**src/rtl/cmdw_pkg.sv**
```systemverilog
package cmdw_pkg;

    typedef enum logic [1:0] {
        ST_LISTEN   = 2'd0,
        ST_CONFIG   = 2'd1,
        ST_RELEASED = 2'd2
    } cmdw_state_e;

endpackage

```
**src/rtl/cmdw_assembler.sv**
```systemverilog
module cmdw_assembler #(
    parameter int BYTE_W = 8,
    parameter int NBYTES = 4,
    localparam int WORD_W = BYTE_W * NBYTES
) (
    input  logic              clk,
    input  logic              rst_n,
    input  logic              en,
    input  logic [BYTE_W-1:0] byte_in,
    input  logic              byte_vld,
    output logic [WORD_W-1:0] word_q,
    output logic              done_q
);

    localparam int CNT_W = (NBYTES > 1) ? $clog2(NBYTES) : 1;
    localparam logic [CNT_W-1:0] LAST_LANE = CNT_W'(NBYTES - 1);

    logic [CNT_W-1:0] lane_q;

    // Shift right: each new byte enters at the top, so the first byte
    // of a word ends in the lowest lane after NBYTES shifts.
    always_ff @(posedge clk) begin
        if (!rst_n) begin
            lane_q <= '0;
            word_q <= '0;
            done_q <= 1'b0;
        end else begin
            done_q <= 1'b0;
            if (!en) begin
                lane_q <= '0;
            end else if (byte_vld) begin
                word_q <= {byte_in, word_q[WORD_W-1:BYTE_W]};
                if (lane_q == LAST_LANE) begin
                    lane_q <= '0;
                    done_q <= 1'b1;
                end else begin
                    lane_q <= lane_q + 1'b1;
                end
            end
        end
    end

endmodule

```
**src/rtl/cmdw_matcher.sv**
```systemverilog
module cmdw_matcher #(
    parameter int WORD_W = 32,
    parameter logic [WORD_W-1:0] CODE = '0
) (
    input  logic [WORD_W-1:0] word,
    output logic              hit
);

    always_comb hit = (word == CODE);

endmodule

```
**src/rtl/cmdw_fsm.sv**
```systemverilog
module cmdw_fsm
    import cmdw_pkg::*;
(
    input  logic clk,
    input  logic rst_n,
    input  logic word_done,
    input  logic hit_start,
    input  logic hit_end,
    input  logic cfg_done,
    output logic asm_en,
    output logic start_pulse,
    output logic end_pulse,
    output logic port_owned
);

    cmdw_state_e state_q, state_d;

    always_ff @(posedge clk) begin
        if (!rst_n) state_q <= ST_LISTEN;
        else        state_q <= state_d;
    end

    always_comb begin
        state_d = state_q;
        unique case (state_q)
            ST_LISTEN: begin
                if (word_done && hit_start)    state_d = ST_CONFIG;
                else if (word_done && hit_end) state_d = ST_RELEASED;
            end
            ST_CONFIG: begin
                if (cfg_done) state_d = ST_LISTEN;
            end
            ST_RELEASED: state_d = ST_RELEASED;
            default:     state_d = ST_LISTEN;
        endcase
    end

    always_comb begin
        asm_en      = 1'b0;
        start_pulse = 1'b0;
        end_pulse   = 1'b0;
        port_owned  = 1'b1;
        unique case (state_q)
            ST_LISTEN: begin
                start_pulse = word_done && hit_start;
                end_pulse   = word_done && hit_end;
                asm_en      = !(word_done && (hit_start || hit_end));
            end
            ST_CONFIG:   asm_en = 1'b0;
            ST_RELEASED: port_owned = 1'b0;
            default:     asm_en = 1'b0;
        endcase
    end

endmodule

```
**src/rtl/cmdw_decoder.sv**
```systemverilog
module cmdw_decoder #(
    parameter int BYTE_W = 8,
    parameter int NBYTES = 4,
    parameter logic [BYTE_W*NBYTES-1:0] START_CODE = 32'hBCBC_BCBC,
    parameter logic [BYTE_W*NBYTES-1:0] END_CODE   = 32'hBCBC_BC00
) (
    input  logic                     clk,
    input  logic                     rst_n,
    input  logic [BYTE_W-1:0]        byte_in,
    input  logic                     byte_vld,
    input  logic                     cfg_done,
    output logic [BYTE_W*NBYTES-1:0] word_out,
    output logic                     word_vld,
    output logic                     start_pulse,
    output logic                     end_pulse,
    output logic                     port_owned
);

    localparam int WORD_W = BYTE_W * NBYTES;
    localparam int NCODES = 2;
    localparam logic [WORD_W-1:0] CODES [NCODES] = '{START_CODE, END_CODE};

    logic              asm_en;
    logic              done;
    logic [WORD_W-1:0] word;
    logic [NCODES-1:0] hits;

    cmdw_assembler #(.BYTE_W(BYTE_W), .NBYTES(NBYTES)) u_asm (
        .clk     (clk),
        .rst_n   (rst_n),
        .en      (asm_en),
        .byte_in (byte_in),
        .byte_vld(byte_vld),
        .word_q  (word),
        .done_q  (done)
    );

    for (genvar g = 0; g < NCODES; g++) begin : g_match
        cmdw_matcher #(.WORD_W(WORD_W), .CODE(CODES[g])) u_match (
            .word(word),
            .hit (hits[g])
        );
    end

    cmdw_fsm u_fsm (
        .clk        (clk),
        .rst_n      (rst_n),
        .word_done  (done),
        .hit_start  (hits[0]),
        .hit_end    (hits[1]),
        .cfg_done   (cfg_done),
        .asm_en     (asm_en),
        .start_pulse(start_pulse),
        .end_pulse  (end_pulse),
        .port_owned (port_owned)
    );

    assign word_out = word;
    assign word_vld = done;

endmodule

```
**config.mk**
```make
export PLATFORM = sky130hd
export DESIGN_NAME = cmdw_decoder
export DESIGN_NICKNAME = d
export VERILOG_FILES = /design/src/rtl/cmdw_pkg.sv /design/src/rtl/cmdw_assembler.sv /design/src/rtl/cmdw_matcher.sv /design/src/rtl/cmdw_fsm.sv /design/src/rtl/cmdw_decoder.sv
export SDC_FILE = /design/constraint.sdc
export NUM_CORES = 1
export LEC_CHECK = 0
export ABC_AREA = 1
export BUFFER_PORTS_ARGS = -buffer_cell sky130_fd_sc_hd__buf_2
export CORE_MARGIN = 2
export CORE_UTILIZATION = 45
export DETAILED_ROUTE_END_ITERATION = 6
export PLACE_DENSITY = 0.72
export SLEW_MARGIN = 10
export SYNTH_ARGS = -nofsm -noshare
export SYNTH_HDL_FRONTEND = slang
export SYNTH_SLANG_ARGS = --single-unit
```
**constraint.sdc**
```tcl
create_clock -name clk -period 1.86 [get_ports clk]
set_clock_uncertainty 0.2 [all_clocks]
set_input_delay 0.186 -clock clk [delete_from_list [all_inputs] [get_ports clk]]
set_output_delay 0.186 -clock clk [all_outputs]
set_load 0.1 [all_outputs]
```
==> metrics <==
TNS Setup=-0.249 ns; clock slew at reported path FFs=0.08 ns; Slew HR=58.0%; nets@finish=401; CP delay by family, top=simple AND/OR/NAND/NOR gates; YS warnings=0; Setup crit end kind=output pin; CP Max Fanout=3; Seq/Total Area, Yosys=34.8%; vias per inst=4.53; CTS Buf Count=5; Synth area leader=dfxtp_1; CTS HTree Levels=2; count of final setup violators=14; CP max-delay cell=dfxtp_4; Synth Net Count=334; cell mode on critical path=nor2_4; crit share post-route=105%; row count=25; clock sinks=37; Fill cells=401; syn avg cell area=6.63 um^2; DRT Pass-1 Iters=5; area grow syn2layout=41.9%; Die Span Y=72.8 um; Crit Path Class=reg2out; status=complete, but fails checks; max cap viols=0; Synth cell types=23; chip width=72.8 um; Synth top area share=34.8%; Cells after Synth=321; Die Area=0.00530 mm^2; CTS Root Cell=clkbuf_8; worst setup margin=-0.0955 ns; max-slew violations=0; VDD IR max=0.728 mV; routed vias=2,009; post-DP HPWL=3350 um; residual DRC count=0; CTS Buffer Depth=2; HP Class=in2reg; fmax=511 MHz; failing checks=setup timing; most common cell in the netlist=nand2_1; Commonest cells post-synth=nand2_1 (86), inv_1 (58), dfxtp_1 (37), nor2_1 (33), nand3_2 (19); Buffers on Ports=47; CP max stage delay=0.35 ns; post-synthesis register bit count=37; crit-path cells=inv_2 > nand2_1 > nor2_2 > nand2_2 > nor2_4 > nand2_4 > nor2_4 > buf_12; Initial Utilization=46.0%; largest net degree at the start of global routing=37; layout cells sized above 1=48.1%; number of synthesized flops with an enable pin=0; vias in the first global route=1,809; Area contributors post-synth=dfxtp_1 (35%), nand2_1 (15%), inv_1 (10%); gr usage total=20.1%; power per cell area=790 mW/mm^2; Least-Margin Pin Slew=0.631 ns; drt wl/cell=12.2 um; Routed WL=5410 um; ant diodes=0; io pins=48; Fin. Hold Viols=0; CP arrival=1.57 ns; Detail Route Antenna Nets=0; final hold slack=0.00441 ns; CTS tree=yes; Core Util, Final=65.2%; clk_lat worst skew=0.29 ns; initial detailed-routing violation count=97; crit path buf inv count=2; Post-Syn Area=0.00213 mm^2; GR Overflow Total=0; Synth async-reset ratio=0%; initial antenna violation count=0; first-pass GRT wire length=8250 um; P_leak=1.63 nW; Main synth FF type=dfxtp_1; RSZ-0062 raised after global routing=true; Worst EP required=1.47 ns; pre-CTS setup slack=-0.0331 ns; Core ar.=0.00463 mm^2; crit path time final=1.96 ns; GPL Wtd Cong=0.789; startpoint types=flop
final timing paths:
check             cells after the start               end  slack, ns             from
setup / recovery                      8       start_pulse       -0.1  u_asm.word_q[9]
hold / removal                        5  u_asm.word_q[30]      0.004       byte_in[6]
setup reg to reg                     12   u_asm.word_q[1]      -0.02  u_asm.word_q[9]
hold reg to reg                       2   u_asm.lane_q[1]       0.27  u_asm.lane_q[1]
final cells by class:
class / count / area, um^2 / area share, %
clock buffer: 5 / 68.8 / 2.28
clock inverter: 3 / 65.1 / 2.15
inverter: 79 / 307 / 10.1
multi-input combinational: 193 / 1110 / 36.7
sequential: 37 / 857 / 28.4
tap: 54 / 67.6 / 2.24
timing repair buffer: 72 / 548 / 18.1
registers in the layout, summed over array words and instances, names as in the netlist:
register	flops
u_fsm.state_q	2
u_asm.lane_q	2
u_asm.word_q	32
u_asm.done_q	1
repair_timing:
item                       4_1_cts  5_1_grt
hold buffers                     3        0
pin swaps                        8       12
cloned                           1        4
gates resized for setup          7       14
hold endpoints to repair         3        0
setup endpoints to repair       24       35
setup buffers                    6        5
cells in the final DEF (no fill, tap or decap):
master / n
dfxtp_2: 3
nand2_2: 15
clkinv_1: 11
bufinv_16: 2
clkbuf_16: 2
dfxtp_1: 4
a21oi_1: 2
buf_12: 5
clkinv_2: 1
nand3_1: 16
nand2_1: 76
nor3_1: 2
nand2_4: 1
ha_1: 1
nor2_1: 29
o21a_1: 1
buf_6: 4
nand3_4: 1
buf_2: 45
nand2_8: 1
nor2_4: 10
nand3_2: 19
nor2_2: 17
clkbuf_8: 5
inv_1: 57
inv_4: 4
inv_2: 7
dfxtp_4: 30
nand4_4: 1
buf_4: 13
dlygate4sd3_1: 3
nor2_8: 1
power breakdown:
group	internal [W]	switching (W)
sequential	0.000831	0.0000416
clock	0.000533	0.000300
combinational	0.000156	0.000526
cell families (layout without fill, tap and decap cells):
logic type | count (synthesis) | count (layout) | synth area share [%]
flops | 37 | 37 | 34.8
compound gates | 3 | 3 | 0.823
simple gates | 187 | 189 | 45.6
fa+ha+maj | 1 | 1 | 0.588
buf+inv | 93 | 159 | 18.2
routing by layer:
metal	GRT usage [%]	vias up	share of wire [%]
met5	0	-	0
li1	-	1062	-
met1	25.9	889	45
met3	4.83	7	4.7
met4	6.79	0	1.4
met2	33.1	51	49
per-stage QoR:
stage | power [W] | cells | area, um^2
floorplan | 0.00143 | 321 | 2270
global placement | 0.00153 | 416 | 2600
detailed placement | 0.00153 | 416 | 2600
CTS | 0.00238 | 434 | 2840
global route | 0.00248 | 443 | 3020
finish | 0.00239 | 443 | 3020
worst register-to-register path, delay by kind of cell, from the launching register on:
| kind | cells | cell delay (ns) |
|---|---|---|
| buffers and inverters | 4 | 0.47 |
| flip-flops | 1 | 0.35 |
| AND/OR/NAND/NOR | 8 | 0.77 |
No activity file was read; power rests on OpenSTA's default activity.
